`src/rtl/pwm_chan_pkg.sv`:
```
package pwm_chan_pkg;
  localparam int SEL_W = 3;

  // Strobes from control to datapath
  typedef struct packed {
    logic run;        // channel enabled
    logic tick;       // one-cycle count-clock pulse
    logic dutyWrite;  // duty register write this cycle
  } chanStrobes_t;
endpackage

```
`src/rtl/pwm_chan_ctrl.sv`:
```
module pwm_chan_ctrl
  import pwm_chan_pkg::*;
#(
  parameter int DATA_W      = 8,
  parameter int STEP_LOG    = 2,  // each select step multiplies the divide ratio by 2**STEP_LOG
  parameter int SYNC_STAGES = 2
) (
  input  logic              clk,
  input  logic              rstN,
  input  logic              regWe,
  input  logic              regSel,
  input  logic [DATA_W-1:0] regWdata,
  input  logic              extClkIn,
  output chanStrobes_t      strobes,
  output logic              outEn
);
  localparam int NUM_DIV = 4;
  localparam int PRESC_W = (NUM_DIV - 1) * STEP_LOG;

  logic             runEn;
  logic [SEL_W-1:0] selCode;
  logic             outEnQ;

  // Control byte: bit0 run, bits3..1 select, bit4 output enable
  always_ff @(posedge clk or negedge rstN) begin
    if (!rstN) begin
      runEn   <= 1'b0;
      selCode <= '0;
      outEnQ  <= 1'b0;
    end else if (regWe && !regSel) begin
      runEn   <= regWdata[0];
      selCode <= regWdata[3:1];
      outEnQ  <= regWdata[4];
    end
  end

  // External pin synchroniser plus edge-detect stage
  logic [SYNC_STAGES:0] syncQ;
  logic                 extRise;

  always_ff @(posedge clk or negedge rstN) begin
    if (!rstN) syncQ <= '0;
    else       syncQ <= {syncQ[SYNC_STAGES-1:0], extClkIn};
  end

  assign extRise = syncQ[SYNC_STAGES-1] & ~syncQ[SYNC_STAGES];

  // Prescaler, held at zero while stopped
  logic [PRESC_W-1:0] prescQ;

  always_ff @(posedge clk or negedge rstN) begin
    if (!rstN)       prescQ <= '0;
    else if (!runEn) prescQ <= '0;
    else             prescQ <= prescQ + 1'b1;
  end

  logic [NUM_DIV-1:0] divTick;

  for (genvar k = 0; k < NUM_DIV; k++) begin : g_div
    if (k == 0) begin : g_full
      assign divTick[k] = 1'b1;
    end else begin : g_part
      assign divTick[k] = &prescQ[k*STEP_LOG-1:0];
    end
  end

  logic rawTick;
  assign rawTick = selCode[SEL_W-1] ? extRise : divTick[selCode[1:0]];

  assign strobes.run       = runEn;
  assign strobes.tick      = runEn & rawTick;
  assign strobes.dutyWrite = regWe & regSel;
  assign outEn             = outEnQ;

  // an external-pin tick lasts one cycle only
  assert_ext_tick_single_R3: assert property (@(posedge clk) disable iff (!rstN)
    extRise |=> !extRise);

  // the divide-by-4 tick never fires on two cycles in a row
  assert_div4_spacing_R2: assert property (@(posedge clk) disable iff (!rstN)
    divTick[1] |=> !divTick[1]);
endmodule

```
`src/rtl/pwm_chan_datapath.sv`:
```
module pwm_chan_datapath
  import pwm_chan_pkg::*;
#(
  parameter int CNT_W = 8
) (
  input  logic             clk,
  input  logic             rstN,
  input  chanStrobes_t     strobes,
  input  logic [CNT_W-1:0] dutyData,
  output logic             latchQ
);
  localparam logic [CNT_W-1:0] CNT_MAX = '1;

  logic [CNT_W-1:0] timerQ;
  logic [CNT_W-1:0] pendDuty;
  logic [CNT_W-1:0] activeDuty;
  logic [CNT_W-1:0] nextPend;
  logic             wrapTick;
  logic             zeroHit;
  logic             matchHit;

  assign nextPend = strobes.dutyWrite ? dutyData : pendDuty;
  assign wrapTick = strobes.tick && (timerQ == CNT_MAX);
  assign zeroHit  = (timerQ == '0);
  assign matchHit = (timerQ == activeDuty);

  always_ff @(posedge clk or negedge rstN) begin
    if (!rstN) begin
      pendDuty   <= '0;
      activeDuty <= '0;
    end else begin
      pendDuty <= nextPend;
      if (!strobes.run || wrapTick) activeDuty <= nextPend;
    end
  end

  always_ff @(posedge clk or negedge rstN) begin
    if (!rstN)              timerQ <= '0;
    else if (!strobes.run)  timerQ <= '0;
    else if (strobes.tick)  timerQ <= timerQ + 1'b1;
  end

  // Set/reset latch; reset has priority
  always_ff @(posedge clk or negedge rstN) begin
    if (!rstN)             latchQ <= 1'b0;
    else if (!strobes.run) latchQ <= 1'b0;
    else if (strobes.tick) begin
      if (matchHit)     latchQ <= 1'b0;
      else if (zeroHit) latchQ <= 1'b1;
    end
  end

  assert_stop_clears_R7: assert property (@(posedge clk) disable iff (!rstN)
    !strobes.run |=> (timerQ == '0) && !latchQ);

  assert_timer_step_R4: assert property (@(posedge clk) disable iff (!rstN)
    (strobes.run && strobes.tick) |=> timerQ == $past(timerQ) + 1'b1);

  assert_timer_hold_R4: assert property (@(posedge clk) disable iff (!rstN)
    (strobes.run && !strobes.tick) |=> $stable(timerQ));

  assert_zero_duty_low_R5: assert property (@(posedge clk) disable iff (!rstN)
    (strobes.run && strobes.tick && zeroHit && activeDuty == '0) |=> !latchQ);

  assert_duty_only_at_wrap_R6: assert property (@(posedge clk) disable iff (!rstN)
    (strobes.run && !wrapTick) |=> $stable(activeDuty));
endmodule

```
`src/rtl/pwm_prescaled_chan.sv`:
```
module pwm_prescaled_chan
  import pwm_chan_pkg::*;
#(
  parameter int CNT_W    = 8,
  parameter int STEP_LOG = 2
) (
  input  logic             clk,
  input  logic             rstN,
  input  logic             regWe,
  input  logic             regSel,
  input  logic [CNT_W-1:0] regWdata,
  input  logic             extClkIn,
  output logic             pwmOut
);
  chanStrobes_t strobes;
  logic         outEn;
  logic         latchQ;

  pwm_chan_ctrl #(
    .DATA_W(CNT_W), .STEP_LOG(STEP_LOG), .SYNC_STAGES(2)
  ) i_ctrl (
    .clk(clk), .rstN(rstN), .regWe(regWe), .regSel(regSel),
    .regWdata(regWdata), .extClkIn(extClkIn),
    .strobes(strobes), .outEn(outEn)
  );

  pwm_chan_datapath #(.CNT_W(CNT_W)) i_dp (
    .clk(clk), .rstN(rstN), .strobes(strobes),
    .dutyData(regWdata), .latchQ(latchQ)
  );

  assign pwmOut = latchQ & outEn;
endmodule

```
`config.mk`:
```
export PLATFORM = sky130hd
export DESIGN_NAME = pwm_prescaled_chan
export DESIGN_NICKNAME = d
export VERILOG_FILES = /design/src/rtl/pwm_chan_pkg.sv /design/src/rtl/pwm_chan_ctrl.sv /design/src/rtl/pwm_chan_datapath.sv /design/src/rtl/pwm_prescaled_chan.sv
export SDC_FILE = /design/constraint.sdc
export NUM_CORES = 1
export LEC_CHECK = 0
export BUFFER_PORTS_ARGS = -buffer_cell sky130_fd_sc_hd__buf_2
export CELL_PAD_IN_SITES_DETAIL_PLACEMENT = 1
export CELL_PAD_IN_SITES_GLOBAL_PLACEMENT = 1
export CORE_MARGIN = 5
export CORE_UTILIZATION = 35
export CTS_BUF_LIST = sky130_fd_sc_hd__clkbuf_16
export DETAILED_ROUTE_END_ITERATION = 7
export PLACE_DENSITY = 0.71
export SLEW_MARGIN = 20
export SYNTH_ARGS = -nofsm -noshare
export SYNTH_HDL_FRONTEND = slang
export SYNTH_HIERARCHICAL = 1
export SYNTH_SLANG_ARGS = --single-unit
```
`constraint.sdc`:
```
create_clock -name clk -period 2.2 [get_ports clk]
set_clock_uncertainty 0.15 [all_clocks]
set_input_delay 0.22 -clock clk [delete_from_list [all_inputs] [get_ports clk]]
set_output_delay 0.22 -clock clk [all_outputs]
set_load 0.05 [all_outputs]
```
==> impl_results.md <==
- Total congestion overflow: 0
- First-pass GRT wire length: just over 6 mm
- Synth-to-Final Area Change: 22.6%
- Final Hold Slack: roughly 0.040 ns
- Setup crit end kind: register
- Initial Utilization: 36.7%
- Synth Net Count: 155
- Via/cell ratio: between 4 and 5
- Clock power frac: just over 40%
- GP Congestion: 0.785
- Row count: 25
- # diodes: 0
- Final period utilization: between 90% and 100%
- Nets: ~180
- Num ports: 14
- Internal: between 0.0015 and 0.002 W
- Clock-pin slew on the worst setup and hold paths: about 0.06 ns
- DR pass1 iterations: 4
- Share of flip-flops with an asynchronous set or reset: between 90% and 100%
- Power Density: 947 nW/µm²
- Top Metal Used: met4
- Critical Path Start Type: register
- Seq pwr share: a little over two fifths
- Mapped Area: approximately 1800 µm²
- Crit path kind: register to register
- Filler instances: around 530
- Die Height: 81.0 µm
- Share of cells above drive strength 1: a little over a third
- Sw Ratio: around a quarter
- LEAKAGE: about 0.95 nW
- Final-report hold violation count: 0
- HPWL after DPL: 2.53 mm
- DR DRC count: 0
- CTS tree: built
- Metal2 WL: 1.87 mm
- Post-route cell area: ~2200 µm²
- DR WL/cell: roughly 16 µm
- Vias in the first global route: between 1,000 and 1,500
- Placed Area: 1920 µm²
- Main synth FF type: dfrtp_1
- Largest net degree at the start of global routing: 40
- Htree depth: 2
- Core ar.: 4820 µm²
- Final setup viols: 0
- Fin crit period: approximately 2.2 ns
- Slew @ Worst Pin: about 0.84 ns
- Comb power frac: between 10% and 20%
- Max Root-Sink Buffers: 2
- Chip width: around 81 µm
- CP max stage cell: dfrtp_1
- Worst-path cell chain: ha_4 -> nand3_2 -> a21oi_2 -> o311a_1 -> and3_4 -> nand2_2 -> o21ai_4 -> buf_12 -> mux2_2
- Maximum VDD drop: 553 µV
- Slowest cell delay on critical path: 0.39 ns
- Yosys reg bits: 39
- Max cap viols: 0
- Full die area: around 6600 µm²
- Synthesis Warnings: 6
- Net switching power figure: slightly above 0.0005 W
- Starting DRT DRC Count: 24
- Initial antenna violation count: 0
- IO Port Bufs: 13
- RSZ-0062 raised after global routing: yes
- Number of synthesized flops with an enable pin: 0
- CP max FO: 8
- CP arrival: 2.17 ns
- Antenna viol nets, final: 0
- Max Transition Viols Final: 0
- Later-pin clock latency in the skew report: between 0.2 and 0.3 ns
- Total GRT Usage: around an eighth
- Routed length on met1: approximately 1.6 mm
- DR vias: around 1,100
- CTS Buf Count: 5
- Clk sinks: 39
- Cells after Synth: around 140
- Worst slew margin relative to its limit: between 40% and 50%
- Crit path buffers/inverters: 1
- Worst Path Required: roughly 2.2 ns
- Sequential share of the synthesized area: between 50% and 60%
- Syn Area/Cell: 12.7 µm²
- WL final: roughly 3.7 mm
- CP delay by family, top: compound AO/OA/AOI/OAI gates
- Hold Crit Class: primary input to register
- Root Buffer: clkbuf_16
- Met3 WL: ~120 µm
- Status: complete, no violations
- Yosys cell types: 33
- Maximum clock rate: roughly 470 MHz
==> path summary, 6_finish.rpt <==
check	slack, ns	to	cells past startpoint	start
setup / recovery	0.05	i_dp/activeDuty[4]$_DFFE_PN0P_	9	i_ctrl/prescQ[0]$_DFF_PN0_
hold / removal	0.04	i_ctrl/selCode[1]$_DFFE_PN0P_	2	regWdata[2]
setup reg to reg	0.05	i_dp/activeDuty[4]$_DFFE_PN0P_	9	i_ctrl/prescQ[0]$_DFF_PN0_
hold reg to reg	0.20	i_ctrl/syncQ[1]$_DFF_PN0_	0	i_ctrl/syncQ[0]$_DFF_PN0_
max in group asynchronous	0.94	i_dp/timerQ[0]$_DFFE_PN0P_	2	rstN
min in group asynchronous	0.43	i_ctrl/prescQ[2]$_DFF_PN0_	2	rstN
==> Yosys cell counts, drive strengths merged (3+ instances only) <==
cell type / number / share of area [%]
xnor2: 10 / 5.0
mux2: 21 / 13
nor2b: 4 / 1.4
ha: 3 / 2.1
nand2: 8 / 1.8
xor2: 7 / 3.5
dfrtp: 39 / 55
o21ai: 5 / 2.1
and2: 12 / 4.2
nand4: 3 / 1.1
nand3: 3 / 1.1
buf: 3 / 1.5
inv: 4 / 0.85
==> area by class of cell <==
type,instances,area (µm²),share of cell area [%]
well taps,67,83.8,3.87
multi-input cells,91,769,35.5
flip-flops and latches,39,976,45.1
clock buffers,5,125,5.78
clock inverters,3,46.3,2.14
inverters,4,15.0,0.693
repair buffers,22,150,6.93
==> sequential cells by signal, indices dropped and copies added (netlist names) <==
| name | cells |
|---|---|
| i_dp/pendDuty | 8 |
| i_ctrl/prescQ | 6 |
| i_dp/activeDuty | 8 |
| i_ctrl/syncQ | 3 |
| i_dp/latchQ | 1 |
| i_dp/timerQ | 8 |
| i_ctrl/outEn | 1 |
| i_ctrl/runEn | 1 |
| i_ctrl/selCode | 3 |
==> cell families (layout without fill, tap and decap cells) <==
kind of cell               Yosys count  in the layout  synth area share, %
buffers and inverters                9             34                 2.97
and+or+nand+nor                     39             39                 13.3
muxes                               22             22                 14.0
adders and majority gates            3              3                 2.12
xor gates and xnor gates            17             17                 8.43
AOI/OAI and AO/OA                   10             10                 3.97
DFF                                 39             39                 55.2
==> cells in the final DEF (no fill, tap or decap), drive strengths merged <==
cell and count:
inv 5, mux2i 1, bufinv 1, and2 12, buf 20, clkinvlp 1, xor2 7, nand3 3
nand4 3, nor4 2, or3 1, nand2 8, and3 1, o21ai 5, nor3 2, o311a 1
nor2b 4, dlygate4sd3 2, or4 1, a31oi 1, dfrtp 39, a21boi 1, mux2 21, ha 3
xnor2 10, or4b 1, a21oi 2, clkbuf 5, nor2 1
==> power groups by stage <==
stage / clock network, W / registers, W / logic, W
floorplan: 0 / 0.000884 / 0.000219
global placement: 0 / 0.000897 / 0.000275
detailed placement: 0 / 0.000905 / 0.000292
CTS: 0.000846 / 0.000894 / 0.000328
global route: 0.000875 / 0.000911 / 0.000369
finish: 0.000828 / 0.000895 / 0.000329
==> repair_timing <==
item	CTS	global route
resized for setup	2	5
gates cloned	0	0
setup endpoints to repair	10	10
buffers inserted	2	0
endpoints found under the hold margin	40	0
pin swaps	2	1
hold buffers	2	0
==> per-stage QoR <==
stage | setup TNS [ns] | cells | util, % | power (W) | worst slack, ns
after floorplan | 0 | 139 | - | 0.00110 | 0.00660
after global placement | 0 | 219 | 39.8 | 0.00117 | 0.0673
after detailed placement | -0.0175 | 219 | 39.8 | 0.00120 | -0.0130
after CTS | 0 | 231 | 44.4 | 0.00207 | 0.0119
after global routing | -0.0143 | 231 | 45.0 | 0.00215 | -0.00869
final | 0 | 231 | 45.0 | 0.00205 | 0.0496
==> layer usage <==
layer	up-vias	global-route usage, %
met5	-	0
met4	0	6.93
met3	11	3.99
met2	19	20.8
met1	560	15.0
li1	520	-
(Power assumes the default switching activity.)
